$ cat src/rtl/i2c_unstick_pkg.sv
package i2c_unstick_pkg;

    typedef enum logic [3:0] {
        ST_IDLE,
        ST_CHECK,
        ST_POLL,
        ST_REL,
        ST_PCHK,
        ST_PLO,
        ST_PHI,
        ST_SLO,
        ST_SHI,
        ST_FIN
    } unstick_st_t;

    typedef struct packed {
        logic scl_low;
        logic sda_low;
    } pin_drive_t;

    typedef struct packed {
        logic ok;
        logic scl_stuck;
        logic sda_stuck;
    } unstick_res_t;

    function automatic int phase_cycles(input longint clk_hz, input int us);
        longint c;
        c = (clk_hz / 64'd1000000) * longint'(us);
        return (c < 3) ? 3 : int'(c);
    endfunction

    function automatic pin_drive_t drive_of(input unstick_st_t s);
        pin_drive_t d;
        d.scl_low = (s == ST_PLO);
        d.sda_low = (s == ST_SLO);
        return d;
    endfunction

    function automatic logic is_timed(input unstick_st_t s);
        return (s == ST_POLL) || (s == ST_REL) || (s == ST_PLO) ||
               (s == ST_PHI) || (s == ST_SLO) || (s == ST_SHI);
    endfunction

endpackage

$ cat src/rtl/unstick_sync.sv
module unstick_sync #(
    parameter int WIDTH  = 2,
    parameter int STAGES = 2
) (
    input  logic             clk,
    input  logic             rst,
    input  logic [WIDTH-1:0] d_i,
    output logic [WIDTH-1:0] q_o
);
    for (genvar g = 0; g < WIDTH; g++) begin : g_line
        logic [STAGES-1:0] chain;
        always_ff @(posedge clk) begin
            if (rst) chain <= '1;
            else     chain <= {chain[STAGES-2:0], d_i[g]};
        end
        assign q_o[g] = chain[STAGES-1];
    end
endmodule

$ cat src/rtl/unstick_timer.sv
module unstick_timer #(
    parameter int CYCLES = 500
) (
    input  logic clk,
    input  logic rst,
    input  logic run_i,
    output logic tick_o
);
    localparam int CW   = (CYCLES > 2) ? $clog2(CYCLES) : 1;
    localparam int LAST = CYCLES - 1;

    logic [CW-1:0] cnt;

    assign tick_o = run_i && (cnt == CW'(LAST));

    always_ff @(posedge clk) begin
        if (rst || !run_i || tick_o) cnt <= '0;
        else                         cnt <= cnt + 1'b1;
    end
endmodule

$ cat src/rtl/unstick_fsm.sv
module unstick_fsm
    import i2c_unstick_pkg::*;
#(
    parameter int POLLS    = 10,
    parameter int PULSES   = 9,
    parameter int ATTEMPTS = 3
) (
    input  logic         clk,
    input  logic         rst,
    input  logic         start_i,
    input  logic         grant_i,
    input  logic         scl_s,
    input  logic         sda_s,
    input  logic         tick_i,
    output unstick_st_t  state_o,
    output unstick_res_t res_o
);
    localparam int PW = $clog2(POLLS + 1);
    localparam int CW = $clog2(PULSES + 1);
    localparam int AW = $clog2(ATTEMPTS + 1);

    unstick_st_t  state, nxt;
    logic [PW-1:0] poll_cnt;
    logic [CW-1:0] pulse_cnt;
    logic [AW-1:0] att_cnt;
    unstick_res_t  res;

    logic last_poll, last_att, bus_free;
    assign last_poll = (poll_cnt == PW'(POLLS - 1));
    assign last_att  = (att_cnt == AW'(ATTEMPTS - 1));
    assign bus_free  = scl_s && sda_s;

    always_comb begin
        nxt = state;
        unique case (state)
            ST_IDLE:  if (start_i && grant_i) nxt = ST_CHECK;
            ST_CHECK: begin
                if (!scl_s)     nxt = ST_POLL;
                else if (sda_s) nxt = ST_FIN;
                else            nxt = ST_REL;
            end
            ST_POLL: begin
                if (tick_i) begin
                    if (scl_s)          nxt = ST_CHECK;
                    else if (last_poll) nxt = ST_FIN;
                end
            end
            ST_REL:  if (tick_i) nxt = ST_PCHK;
            ST_PCHK: begin
                if (sda_s || pulse_cnt == CW'(PULSES)) nxt = ST_SLO;
                else                                   nxt = ST_PLO;
            end
            ST_PLO:  if (tick_i) nxt = ST_PHI;
            ST_PHI:  if (tick_i) nxt = ST_PCHK;
            ST_SLO:  if (tick_i) nxt = ST_SHI;
            ST_SHI: begin
                if (tick_i) begin
                    if (bus_free || last_att) nxt = ST_FIN;
                    else                      nxt = ST_REL;
                end
            end
            ST_FIN:  nxt = ST_IDLE;
            default: nxt = ST_IDLE;
        endcase
    end

    always_ff @(posedge clk) begin
        if (rst) begin
            state     <= ST_IDLE;
            poll_cnt  <= '0;
            pulse_cnt <= '0;
            att_cnt   <= '0;
            res       <= '0;
        end else begin
            state <= nxt;
            unique case (state)
                ST_IDLE: begin
                    poll_cnt <= '0;
                    att_cnt  <= '0;
                    if (start_i && grant_i) res <= '0;
                end
                ST_CHECK: begin
                    if (scl_s && sda_s) res.ok <= 1'b1;
                end
                ST_POLL: begin
                    if (tick_i && !scl_s) begin
                        if (last_poll) res.scl_stuck <= 1'b1;
                        else           poll_cnt <= poll_cnt + 1'b1;
                    end
                end
                ST_REL:  pulse_cnt <= '0;
                ST_PHI:  if (tick_i) pulse_cnt <= pulse_cnt + 1'b1;
                ST_SHI: begin
                    if (tick_i) begin
                        if (bus_free || last_att) begin
                            res.ok        <= bus_free;
                            res.scl_stuck <= !scl_s;
                            res.sda_stuck <= !sda_s;
                        end else begin
                            att_cnt <= att_cnt + 1'b1;
                        end
                    end
                end
                default: ;
            endcase
        end
    end

    assign state_o = state;
    assign res_o   = res;
endmodule

$ cat src/rtl/i2c_unstick.sv
module i2c_unstick
    import i2c_unstick_pkg::*;
#(
    parameter longint CLK_HZ   = 100_000_000,
    parameter int     PHASE_US = 5,
    parameter int     POLLS    = 10,
    parameter int     PULSES   = 9,
    parameter int     ATTEMPTS = 3
) (
    input  logic clk,
    input  logic rst,
    input  logic start_i,
    input  logic grant_i,
    input  logic scl_i,
    input  logic sda_i,
    output logic scl_low_o,
    output logic sda_low_o,
    output logic busy_o,
    output logic done_o,
    output logic ok_o,
    output logic scl_stuck_o,
    output logic sda_stuck_o
);
    localparam int PHASE = phase_cycles(CLK_HZ, PHASE_US);

    logic [1:0]   lines_s;
    logic         tick;
    unstick_st_t  state;
    unstick_res_t res;
    pin_drive_t   drv;

    unstick_sync #(.WIDTH(2), .STAGES(2)) u_sync (
        .clk (clk),
        .rst (rst),
        .d_i ({scl_i, sda_i}),
        .q_o (lines_s)
    );

    unstick_timer #(.CYCLES(PHASE)) u_timer (
        .clk    (clk),
        .rst    (rst),
        .run_i  (is_timed(state)),
        .tick_o (tick)
    );

    unstick_fsm #(.POLLS(POLLS), .PULSES(PULSES), .ATTEMPTS(ATTEMPTS)) u_fsm (
        .clk     (clk),
        .rst     (rst),
        .start_i (start_i),
        .grant_i (grant_i),
        .scl_s   (lines_s[1]),
        .sda_s   (lines_s[0]),
        .tick_i  (tick),
        .state_o (state),
        .res_o   (res)
    );

    assign drv         = drive_of(state);
    assign scl_low_o   = drv.scl_low;
    assign sda_low_o   = drv.sda_low;
    assign busy_o      = (state != ST_IDLE);
    assign done_o      = (state == ST_FIN);
    assign ok_o        = res.ok;
    assign scl_stuck_o = res.scl_stuck;
    assign sda_stuck_o = res.sda_stuck;
endmodule

$ cat config.mk
export PLATFORM = sky130hd
export DESIGN_NAME = i2c_unstick
export DESIGN_NICKNAME = d
export VERILOG_FILES = /design/src/rtl/i2c_unstick_pkg.sv /design/src/rtl/unstick_sync.sv /design/src/rtl/unstick_timer.sv /design/src/rtl/unstick_fsm.sv /design/src/rtl/i2c_unstick.sv
export SDC_FILE = /design/constraint.sdc
export NUM_CORES = 1
export LEC_CHECK = 0
export ABC_AREA = 1
export BUFFER_PORTS_ARGS = -buffer_cell sky130_fd_sc_hd__clkbuf_2
export CAP_MARGIN = 20
export CELL_PAD_IN_SITES_DETAIL_PLACEMENT = 0
export CELL_PAD_IN_SITES_GLOBAL_PLACEMENT = 1
export CORE_UTILIZATION = 46
export CTS_BUF_LIST = sky130_fd_sc_hd__clkbuf_8 sky130_fd_sc_hd__clkbuf_16
export CTS_CLUSTER_SIZE = 14
export DETAILED_ROUTE_END_ITERATION = 12
export PLACE_DENSITY_LB_ADDON = 0.1
export SYNTH_ARGS = -nofsm -noshare
export SYNTH_HDL_FRONTEND = slang
export SYNTH_HIERARCHICAL = 1
export SYNTH_SLANG_ARGS = --single-unit
$ cat constraint.sdc
create_clock -name clk -period 3.6 [get_ports clk]
set_input_delay 0.36 -clock clk [delete_from_list [all_inputs] [get_ports clk]]
set_output_delay 0.36 -clock clk [all_outputs]
set_load 0.005 [all_outputs]
# After elaboration in Yosys (flattened, before gate mapping)
# Index checks and enable logic that the tools add are counted.
[op_classes]
mux = 30
addsub = 4
eq_ne = 27
n_reduce_logical = 31
[op_table]
columns = ["op", "n"]
rows = [
  ["$mux W4", 14],
  ["$pmux W4 S8", 1],
  ["$ne A2 B1 Y1 const B", 11],
  ["$eq A4 B3 Y1 const B", 4],
  ["$eq A4 B4 Y1 const B", 4],
  ["$pmux W4 S2", 2],
  ["$add A9 B1 Y9 const B", 1],
  ["$eq A9 B9 Y1 const B", 1],
  ["$logic_or A1 B1 Y1", 9],
  ["$mux W3", 3],
  ["$add A4 B1 Y4 const B", 2],
  ["$eq A4 B2 Y1 const B", 2],
  ["$reduce_and A7 Y1", 1],
  ["$mux W2", 3],
  ["$pmux W1 S3", 2],
  ["$reduce_and A3 Y1", 2],
  ["$reduce_and A6 Y1", 1],
  ["$reduce_bool A2 Y1", 3],
  ["$reduce_bool A3 Y1", 2],
  ["$reduce_and A5 Y1", 1],
  ["$eq A4 B1 Y1 const B", 1],
  ["$logic_and A1 B1 Y1", 4],
  ["$logic_not A4 Y1", 1],
  ["$ne A2 B2 Y1 const B", 2],
  ["11 further kinds", 15],
]
[totals]
ff_bits = 30
output_inout_bits = 7
word_cells = 102
input_bits = 6

# Depth between registers and ports, before layout
# Gate-level depths: netlist (run 1).
[logic_depth]
word_depth = 10
depth_mapped = 16

# Cells and area by module
# Netlist (run 1), hierarchy kept.
[by_module_without_submodules]
columns = ["module", "area_per_inst_um2", "cells_each", "instances"]
rows = [
  ["unstick_fsm", 1193.6, 190, 1],
  ["unstick_timer", 446.7, 59, 1],
  ["unstick_sync", 131.4, 15, 1],
  ["i2c_unstick", 61.3, 14, 1],
]

# Least setup slack after synthesis (run 1)
# OpenSTA, ideal clock, no wires.
[synth_path]
path_type = "reg2reg"
from = "register u_fsm.state[0], in the netlist u_fsm/state_o[0]"
to = "register u_fsm.state[2], in the netlist u_fsm/state_o[2]"
period_less_slack_ns = 1.824
slack_ns = 1.776
arrival_time_ns = 1.697
required_time_ns = 3.473
path_buffers = 0
stages_incl_launch_ff = 14
path_cell_list = "dfxtp_1 nand3_2 nand3_1 nand2_1 nor2_1 nand3_2 inv_1 inv_1 nand4_2 nand2_2 nor2_1 nand2_1 nand2_1 nor2_1"
[synth_between]
elab_chain_cells = 9
elab_cells_between_ends = 25
[synth_lines]
columns = ["element", "line_no", "text"]
rows = [
  ["start, declared", "unstick_fsm.sv:22", "unstick_st_t state, nxt;"],
  ["start signal, assigned", "unstick_fsm.sv:75", "state <= nxt;"],
  ["$eq A4 B2 Y1", "i2c_unstick_pkg.sv:41", "return (s == ST_POLL) || (s == ST_REL) || (s == ST_PLO) ||"],
  ["$logic_or A1 B1 Y1 (3 in series)", "i2c_unstick_pkg.sv:41", ""],
  ["$logic_or A1 B1 Y1", "i2c_unstick_pkg.sv:42", "(s == ST_PHI) || (s == ST_SLO) || (s == ST_SHI);"],
  ["$logic_or A1 B1 Y1 *", "i2c_unstick_pkg.sv:42", ""],
  ["$logic_and A1 B1 Y1 *", "unstick_timer.sv:14", "assign tick_o = run_i && (cnt == CW'(LAST));"],
  ["via tick", "i2c_unstick.sv:27", "logic tick;"],
  ["$ne A2 B1 Y1 (no line)", "n/a", ""],
  ["$reduce_and A7 Y1 (no line) *", "n/a", ""],
]
# The timed path passes the listed nets; every way through them passes the cells marked *.
# A chain may end at the register's enable or synchronous reset.

# Worst setup path after layout (run 1)
[layout_path]
from = "register u_fsm.state[3], in the netlist u_fsm/state_o[3]"
to = "register u_fsm.state[2], in the netlist u_fsm/state_o[2]"
# Same word-level chain as after synthesis.

==> results of run 1 <==
==> worst max-delay path, stage by stage (launching register included) <==
cell and delay [ps]:
dfxtp_1 610, inv_1 180, nor2_1 110, nand2_1 50, nand3_1 80, nand2_1 60, nor2_1 120, nand3_2 110
inv_1 150, inv_1 90, nand4_2 110, nand2_2 100, nor2_1 190, nand2_1 100, nand2_1 70, nor2_1 30
==> routing by layer <==
layer  routed length (µm)  global-route usage  vias up  share of wire
met2                 1420               0.307       38           0.39
met3                  174              0.0556        8          0.048
met5                    0                   0        -              0
li1                     -                   -      891              -
met1                 1960               0.262      718           0.54
met4                   72              0.0870        0          0.020
==> per-stage QoR <==
step                hold WS, ps  total power (µW)  instance area, µm²
floorplan                   387               981                1830
global placement            393              1130                1930
detailed placement          395              1120                1930
CTS                         244              1380                2010
global route                264              1500                2010
finish                      251              1370                2010
==> registers in the layout, indices dropped and copies added, names as in the netlist <==
register	count
u_fsm/state_o	4
u_fsm/res_o	3
u_fsm/pulse_cnt	4
u_fsm/att_cnt	2
u_fsm/poll_cnt	4
u_sync/g_line.chain	4
u_timer/cnt	9
==> cell type report <==
| class | count | share of cell area |
|---|---|---|
| clock buffers | 5 | 0.0343 |
| inverters | 41 | 0.0766 |
| multi-input cells | 203 | 0.525 |
| clock inverters | 2 | 0.00498 |
| flip-flops and latches | 30 | 0.299 |
| repair buffers | 12 | 0.0299 |
| well taps | 48 | 0.0299 |
==> worst max-delay path by stage <==
stage / startpoint / endpoint / slack, ps / depth (start not counted)
detailed placement: u_fsm/state_o[3] / u_fsm/state_o[0] / 1380 / 15
floorplan: u_fsm/state_o[0] / u_fsm/state_o[2] / 1780 / 13
CTS: u_fsm/state_o[3] / u_fsm/state_o[0] / 1340 / 15
global route: u_fsm/state_o[3] / u_fsm/res_o[1] / 1040 / 15
global placement: u_fsm/state_o[3] / u_fsm/state_o[2] / 1380 / 15
finish: u_fsm/state_o[3] / u_fsm/state_o[2] / 1330 / 15
==> placed cells by master (no fill, tap or decap) <==
master and n:
nand2_1 62, nor2_1 52, inv_1 35, dfxtp_1 30
nand3_1 16, clkbuf_2 12, a21oi_1 12, nand2_2 10
o21ai_0 7, inv_2 6, nor2_2 6, ha_1 6
nand3_2 5, clkbuf_8 5, o21ai_1 4, nor2_4 3
nand4_1 3, clkinv_2 2, nand2_4 2, xor2_1 2
a21oi_2 2, nand3b_1 2, xnor2_1 2, nor3_1 1
nor2_8 1, nand4_2 1, and3_1 1, or2_0 1
o22ai_1 1, o21bai_1 1
==> power by group through the flow <==
stage          clock network [µW]  logic, µW  registers (µW)
2_1_floorplan                   0        522             458
3_3_place_gp                    0        639             488
3_5_place_dp                    0        630             489
4_1_cts                       265        631             481
5_1_grt                       279        729             490
6_report                      255        630             482
==> cell usage after synthesis, types with 2 or more instances <==
library cell  instances
nand2_1              62
nor2_1               52
ha_1                  6
nand2_4               2
nand4_1               3
o21ai_1               4
a21oi_2               2
xnor2_1               2
nand2_2              10
o21ai_0               7
nand3_2               5
dfxtp_1              30
nor2_4                3
xor2_1                2
a21oi_1              12
buf_4                 2
nor2_2                6
inv_2                 6
inv_1                35
nand3b_1              2
nand3_1              16
==> logic make-up (layout without fill, tap and decap cells) <==
logic type,after synthesis,after routing,share of synthesized area
AO/OA/AOI/OAI,27,27,0.0799
XOR/XNOR,4,4,0.0191
adder cells (fa/ha/maj),6,6,0.0410
buffers and inverters,45,60,0.0969
flip-flops,30,30,0.328
AND/OR/NAND/NOR,166,166,0.435
==> run_results.csv, run 1 <==
group,metric,value,unit
hold_path,min_path_cells,3,
cells_and_area,multiInputGateArea,0.00105,mm²
clock_network,clockBufferDepth,2,
clock_network,cts_sinks,30,
logic_synthesis,syn_inst,278,
placed_design,dp.cells,334,
critical_path,rr_startpoint,"u_fsm/state_o[3]",
pwr,seqPwrFrac,0.352,
global_route,grt.total_usage,0.200,
logic_synthesis,yosys_warnings,6,
drt,dr.pass1.iters,5,
logic_synthesis,synthArstFlopShare,0,
hold_path,worstHoldStart,"scl_i",
cells_and_area,instances_no_fill,341,
cells_and_area,seqCellArea,601,µm²
clock_network,cts_resized,0,
placed_design,port_buffers,12,
critical_path,worstPathRequired,3770,ps
job,maxCapViolCount,0,
logic_synthesis,synth_edf_count,0,
drt,first_iter_violations,85,
critical_path,cp-end-kind,"flop",
critical_path,crit_arrival,2430,ps
logic_synthesis,synthFlopType,"dfxtp_1",
logic_synthesis,yosysTopAreaCell,"dfxtp_1",
clock_network,clk_pin_slew,60,ps
timing,fin_crit_sh,0.630,
drt,final_antenna_net_count,0,
global_route,grt_pass1_vias,1541,
logic_synthesis,synth.avg_cell_area,6.59,µm²
logic_synthesis,ys_top_cells_by_area,"dfxtp_1 (33%), nand2_1 (13%), nor2_1 (11%)",
hold_path,hold_class,"in2reg",
critical_path,path_class,"reg2reg",
clock_network,clock-root-buffer,"clkbuf_8",
clock_network,clock_latency,280,ps
global_route,antenna_found_initial,0,
timing,worst_pin_slew,518,ps
pwr,p_switching,621,µW
timing,setup_ws,1330,ps
logic_synthesis,ys_ff_latch,30,
global_route,grt_pass1_wl,6.47,mm
logic_synthesis,synth_nets,290,
hold_path,hold_end,"u_sync/g_line[1].chain[0]",
placed_design,dp_slack,1380,ps
pwr,power_frac_comb,0.461,
placed_design,gp_congestion,0.815,
cells_and_area,n_fill_cell,411,
logic_synthesis,synth-seq-area-share,0.328,
placed_design,dp_hpwl,2.76,mm
floorplanning,die_x,65.1,µm
floorplanning,die-area,0.00424,mm²
timing,skew,1.40,ps
timing,hold_viol_final,0,
cells_and_area,syn_to_final_growth,9.56,%
critical_path,ff2ff_setup_slack,1330,ps
pwr,p_per_area,681,mW/mm²
floorplanning,die_h,65.1,µm
clock_network,ctsHoldBuffers,0,
timing,max_freq,0.441,GHz
critical_path,critical_path.max_fanout,9,
floorplanning,rows,22,
pwr,leakage,0.000921,µW
cells_and_area,final_util,0.536,
critical_path,timing.rr.end,"u_fsm/state_o[2]",
clock_network,htreeDepth,2,
drt,wl_per_cell,10.6,µm
pwr,p_sw_frac,0.454,
cells_and_area,nets,305,
drt,remaining_drc_errors,0,
floorplanning,io_pins,13,
logic_synthesis,synth_top_area_frac,0.328,
global_route,grt_max_degree,12,
clock_network,cts_made_buffers,5,
clock_network,tritoncts,"done",
timing,setup_violations,0,
timing,relSlewSlack,0.654,
logic_synthesis,synth_cell_types,30,
drt,vias,1655,
timing,rsz0062_at_grt,"no",
floorplanning,start_util,0.490,
timing,report.final.slew_viol_count,0,
timing,timing.setup.tns,0,ps
cells_and_area,final_layout_size_suffix_gt1_frac,0.188,
drt,viasPerCell,4.85,
outcome,run_status,"completed",
pwr,power.internal,746,µW
drt,wl,3.62,mm
pwr,peakVddDrop,0.227,mV
critical_path,cp-start-kind,"flop",
floorplanning,core_area,0.00374,mm²
pwr,pwr-share-clk,0.187,
clock_network,cts_setup_buffers,0,
cells_and_area,diodes,0,
global_route,grt-ovfl-total,0,
critical_path,reg2reg_depth,15,
logic_synthesis,syn_area,0.00183,mm²
timing,period_needed,2270,ps
No activity file was read; power rests on OpenSTA's default activity.
==> inputs of run 2 (changes only) <==
--- a/config.mk
+++ b/config.mk
@@ -10,7 +10,7 @@
 export CAP_MARGIN = 20
 export CELL_PAD_IN_SITES_DETAIL_PLACEMENT = 0
 export CELL_PAD_IN_SITES_GLOBAL_PLACEMENT = 1
-export CORE_UTILIZATION = 46
+export CORE_UTILIZATION = 42
 export CTS_BUF_LIST = sky130_fd_sc_hd__clkbuf_8 sky130_fd_sc_hd__clkbuf_16
 export CTS_CLUSTER_SIZE = 14
 export DETAILED_ROUTE_END_ITERATION = 12
==> constraint.sdc (replaced) <==
create_clock -name clk -period 2.3 [get_ports clk]
set_input_delay 0.23 -clock clk [delete_from_list [all_inputs] [get_ports clk]]
set_output_delay 0.23 -clock clk [all_outputs]
set_load 0.005 [all_outputs]
==> run 2 against run 1 <==
Die area grew 9.2%; fmax increased by 9.2%; critical path type unchanged; count of clock-buffer cells in the layout unchanged; global-route usage is 1.6 points lower; final area up 2.7%; power is 68% higher; register-to-register slack got worse by 1100 ps.
==> run_results.csv, run 2 (synthesized netlist as in run 1, its figures left out) <==
group,metric,value,unit
timing,relSlewSlack,0.689,
timing,timing.setup.tns,0,ps
timing,report.final.slew_viol_count,0,
timing,period_needed,2080,ps
cells_and_area,final_common_cell,"nand2_1",
cells_and_area,final_cell_mix,"nand2_1 (62), nor2_1 (52), inv_1 (35), dfxtp_1 (30), nand3_1 (16)",
floorplanning,rows,23,
outcome,run_status,"completed",
cells_and_area,final_layout_size_suffix_gt1_frac,0.199,
cells_and_area,largest_register,"u_timer/cnt",
clock_network,tritoncts,"done",
pwr,leakage,0.000951,µW
cells_and_area,instances_no_fill,347,
drt,viasPerCell,4.71,
critical_path,crit_arrival,2240,ps
drt,dr.pass1.iters,4,
clock_network,cts_setup_buffers,0,
floorplanning,die-area,0.00463,mm²
critical_path,critical_path.max_fanout,11,
clock_network,clockBufferDepth,2,
global_route,antenna_found_initial,0,
cells_and_area,syn_to_final_growth,12.6,%
drt,final_antenna_net_count,0,
clock_network,clock-root-buffer,"clkbuf_8",
critical_path,cp-end-kind,"flop",
pwr,peakVddDrop,0.582,mV
cells_and_area,nets,308,
timing,setup_ws,222,ps
timing,skew,7.59,ps
drt,remaining_drc_errors,0,
floorplanning,die_x,68.1,µm
placed_design,port_buffers,12,
cells_and_area,diodes,0,
pwr,p_per_area,1110,mW/mm²
global_route,grt-ovfl-total,0,
critical_path,worstPathRequired,2460,ps
clock_network,ctsHoldBuffers,0,
timing,fin_crit_sh,0.904,
cells_and_area,largest_reg_flops,9,
critical_path,cp_cell_sequence,"nand2_1 -> nand3_1 -> nand2_1 -> nor2_1 -> nand3_2 -> inv_1 -> inv_1 -> nand4_2 -> nand2_2 -> nor2_1 -> nand2_1 -> nand2_1 -> nor2_1",
drt,wl,3.76,mm
job,maxCapViolCount,0,
clock_network,htreeDepth,2,
cells_and_area,final_util,0.505,
critical_path,cp_top_family,"simple AND/OR/NAND/NOR gates",
critical_path,crit_top_cell,"nand2_1",
critical_path,critical-path-max-stage-delay,610,ps
clock_network,clock_latency,280,ps
global_route,grt_pass1_wl,6.22,mm
floorplanning,core_area,0.00409,mm²
clock_network,cts_sinks,30,
global_route,grt_pass1_vias,1359,
timing,hold_viol_final,0,
placed_design,dp_slack,271,ps
clock_network,cts_made_buffers,5,
clock_network,clk_pin_slew,70,ps
drt,vias,1634,
timing,setup_violations,0,
critical_path,cp-start-kind,"flop",
floorplanning,io_pins,13,
drt,wl_per_cell,10.8,µm
global_route,grt.total_usage,0.184,
drt,first_iter_violations,86,
placed_design,dp.cells,339,
critical_path,cpMaxStageDelayCell,"dfxtp_1",
critical_path,path_class,"reg2reg",
critical_path,path_buf_inv,2,
hold_path,hold_class,"in2reg",
timing,worst_pin_slew,466,ps
timing,hold_ws,119,ps
global_route,grt_max_degree,12,
placed_design,dp_hpwl,2.81,mm
timing,max_freq,0.481,GHz
timing,rsz0062_at_grt,"no",
clock_network,cts_resized,0,
floorplanning,start_util,0.449,
placed_design,gp_congestion,0.829,
floorplanning,die_h,68.1,µm
==> run 2: cell count changes in the layout (fill, tap and decap cells not counted) <==
| cell | before | now |
|---|---|---|
| bufinv_16 | 0 | 1 |
| buf_4 | 0 | 3 |
==> run 2: routing by layer <==
| metal | global-route usage | vias up | wire [µm] |
|---|---|---|---|
| li1 | - | 900 | - |
| met1 | 0.263 | 698 | 1970 |
| met2 | 0.256 | 31 | 1570 |
| met3 | 0.0500 | 5 | 172 |
| met4 | 0.0781 | 0 | 48 |
| met5 | 0 | - | 0 |
==> run 2: final timing paths <==
kind	startpoint	endpoint	slack [ps]	depth (start not counted)
setup / recovery	u_fsm/state_o[1]	u_fsm/state_o[2]	220	13
hold / removal	sda_i	u_sync/g_line[0].chain[0]	120	3
setup reg to reg	u_fsm/state_o[1]	u_fsm/state_o[2]	220	13
hold reg to reg	u_sync/g_line[0].chain[0]	u_sync/g_line[0].chain[1]	420	2
==> run 2: stage by stage <==
stage | area (µm²) | power (µW)
4_1_cts | 2060 | 2320
3_5_place_dp | 1950 | 1780
2_1_floorplan | 1830 | 1530
5_1_grt | 2060 | 2510
6_report | 2060 | 2290
3_3_place_gp | 1950 | 1790
==> run 2: power breakdown <==
group | internal [µW] | switching, µW | total (µW)
logic | 379 | 706 | 1090
clock network | 318 | 198 | 516
registers | 610 | 82.7 | 693
==> run 2: final cells by class <==
class / instances / area, µm²
Clock buffer: 5 / 68.8
Clock inverter: 3 / 40.0
Fill cell: 436 / 2020
Inverter: 41 / 154
Multi-Input combinational cell: 203 / 1050
Sequential cell: 30 / 601
Tap cell: 50 / 62.6
Timing Repair Buffer: 15 / 82.6
==> run 2: tightest hold or removal path: cells and delay by family <==
family                 cells  cell delay [ps]
AND/OR/NAND/NOR            1               40
buffers and inverters      2              100
==> inputs of run 3 (changes only) <==
--- a/config.mk
+++ b/config.mk
@@ -10,11 +10,12 @@
 export CAP_MARGIN = 20
 export CELL_PAD_IN_SITES_DETAIL_PLACEMENT = 0
 export CELL_PAD_IN_SITES_GLOBAL_PLACEMENT = 1
-export CORE_UTILIZATION = 42
+export CORE_UTILIZATION = 38
 export CTS_BUF_LIST = sky130_fd_sc_hd__clkbuf_8 sky130_fd_sc_hd__clkbuf_16
 export CTS_CLUSTER_SIZE = 14
 export DETAILED_ROUTE_END_ITERATION = 12
 export PLACE_DENSITY_LB_ADDON = 0.1
+export SKIP_LAST_GASP = 1
 export SYNTH_ARGS = -nofsm -noshare
 export SYNTH_HDL_FRONTEND = slang
 export SYNTH_HIERARCHICAL = 1
==> constraint.sdc (replaced) <==
create_clock -name clk -period 1.8 [get_ports clk]
set_input_delay 0.27 -clock clk [delete_from_list [all_inputs] [get_ports clk]]
set_output_delay 0.27 -clock clk [all_outputs]
set_load 0.005 [all_outputs]
==> run 3 against run 2 <==
Combinational power grew 41%; non-clock buffer count rose by 8; worst hold slack better by 49 ps; setup slack got worse by 100 ps; die area increased by 10%; utilization fell by 2.5 points; sequential power is 26% higher; power rose by 27%; clock power decreased by 4.3%; sequential cell count is the same; first-iteration DRC count fell by 19%; critical path depth rose by 1.
==> run_results.csv, run 3 (synthesized netlist as in run 1, its figures left out) <==
group,metric,value,unit
clock_network,cts_sinks,30,
critical_path,cp_cell_sequence,"inv_2 -> nor2_2 -> nand2_1 -> nand3_2 -> nand2_2 -> nor2_2 -> nand3_2 -> inv_2 -> buf_4 -> nand3_2 -> nand2_2 -> nand2_1 -> o21ai_1 -> a21oi_1",
drt,dr.pass1.iters,4,
global_route,grt-ovfl-total,0,
drt,met3_length,123,µm
floorplanning,die-area,0.00511,mm²
drt,highest_layer,"met4",
cells_and_area,nets,316,
drt,wl_met1,2.13,mm
timing,period_needed,1680,ps
floorplanning,io_pins,13,
clock_network,htreeDepth,2,
hold_path,worstHoldStart,"sda_i",
critical_path,cpMaxStageDelayCell,"dfxtp_2",
placed_design,gp_congestion,0.852,
clock_network,cts_made_buffers,5,
clock_network,clk_pin_slew,60,ps
cells_and_area,final_common_cell,"nand2_1",
drt,wl,3.90,mm
critical_path,cp-end-kind,"flop",
cells_and_area,largest_register,"u_timer/cnt",
critical_path,rr_startpoint,"u_fsm/state_o[3]",
drt,viasPerCell,4.70,
critical_path,worstPathRequired,1970,ps
global_route,grt_max_degree,12,
global_route,antenna_found_initial,0,
hold_path,hold_end,"u_sync/g_line[0].chain[0]",
job,maxCapViolCount,0,
cells_and_area,diodes,0,
clock_network,clockBufferDepth,2,
global_route,grt.total_usage,0.169,
placed_design,port_buffers,12,
hold_path,min_path_cells,3,
drt,wl_per_cell,11.0,µm
hold_path,hold_class,"in2reg",
floorplanning,rows,24,
drt,vias,1672,
critical_path,crit_top_cell,"nand3_2",
pwr,peakVddDrop,0.589,mV
critical_path,critical_path.max_fanout,5,
clock_network,clock_latency,280,ps
floorplanning,core_area,0.00450,mm²
pwr,leakage,0.000992,µW
timing,relSlewSlack,0.813,
critical_path,reg2reg_depth,14,
floorplanning,die_h,71.5,µm
critical_path,critical-path-max-stage-delay,330,ps
cells_and_area,syn_to_final_growth,17.9,%
cells_and_area,largest_reg_flops,9,
global_route,grt_pass1_wl,6.69,mm
clock_network,cts_setup_buffers,0,
timing,skew,6.51,ps
placed_design,dp_hpwl,2.94,mm
clock_network,clock-root-buffer,"clkbuf_8",
critical_path,path_class,"reg2reg",
critical_path,timing.rr.end,"u_fsm/pulse_cnt[3]",
timing,fin_crit_sh,0.935,
pwr,power,2910,µW
drt,first_iter_violations,70,
timing,hold_viol_final,0,
timing,report.final.slew_viol_count,0,
drt,remaining_drc_errors,0,
drt,wl_met2,1.62,mm
timing,hold_ws,168,ps
floorplanning,start_util,0.407,
clock_network,ctsHoldBuffers,0,
floorplanning,die_x,71.5,µm
cells_and_area,final_layout_size_suffix_gt1_frac,0.273,
clock_network,tritoncts,"done",
timing,setup_violations,0,
critical_path,cp-startpoint,"u_fsm/state_o[3]",
timing,max_freq,0.594,GHz
cells_and_area,final_cell_mix,"nand2_1 (61), nor2_1 (44), inv_1 (33), dfxtp_1 (26), nand3_1 (15)",
critical_path,ff2ff_setup_slack,120,ps
critical_path,cp-start-kind,"flop",
critical_path,crit_arrival,1850,ps
drt,final_antenna_net_count,0,
global_route,grt_pass1_vias,1510,
outcome,run_status,"completed",
pwr,p_per_area,1350,mW/mm²
cells_and_area,n_fill_cell,484,
timing,worst_pin_slew,280,ps
==> run 3: cell types whose count changed in the layout (fill, tap and decap cells not counted), sizes merged <==
cell    delta
buf        +8
bufinv     -1
clkinv     -2
inv        +2
==> run 3: worst max path at each step <==
stage,to,slack (ps),depth (start not counted)
after floorplan,u_fsm/state_o[2],50,13
after global placement,u_fsm/state_o[2],80,15
after detailed placement,u_fsm/state_o[0],50,15
after CTS,u_fsm/state_o[3],20,14
after global routing,u_fsm/state_o[2],-20,16
final,u_fsm/pulse_cnt[3],120,14
==> run 3: stage by stage <==
step / TNS, ps / setup slack, ps / util / area [µm²] / std cells
floorplan: 0 / 53.0 / - / 1840 / 278
global placement: 0 / 84.0 / 0.448 / 2020 / 349
global route: -37.4 / -21.6 / 0.480 / 2160 / 356
detailed placement: 0 / 47.9 / 0.448 / 2020 / 349
finish: 0 / 118 / 0.480 / 2160 / 356
CTS: 0 / 18.1 / 0.465 / 2100 / 356
==> run 3: what timing repair did <==
action	CTS	global route
resized for setup	0	23
hold endpoints to repair	0	0
endpoints found under the setup margin	0	16
==> run 3: cell type report <==
class                      count  area [µm²]  share of cell area
sequential                    30         606               0.280
timing repair buffer          23         143              0.0660
multi-input combinational    203        1110               0.516
clock buffer                   5        68.8              0.0318
clock inverter                 2        7.51             0.00347
tap                           52        65.1              0.0301
inverter                      41         156              0.0724
==> run 3: critical path, delay by kind of cell, from the launching register on <==
kind,cells,cell delay (ps)
AND/OR/NAND/NOR,9,800
AO/OA/AOI/OAI,2,160
buffers and inverters,3,280
flip-flops,1,330
==> run 3: layer usage <==
metal / GRT usage / up-vias
li1: - / 913
met1: 0.236 / 730
met2: 0.253 / 25
met3: 0.0464 / 4
met4: 0.0523 / 0
met5: 0 / -
==> run 3: report_power, final <==
part	total, µW	internal [µW]	switching, µW
registers	875	787	88.4
logic	1540	556	989
clock network	494	254	240
total	2910	1600	1320
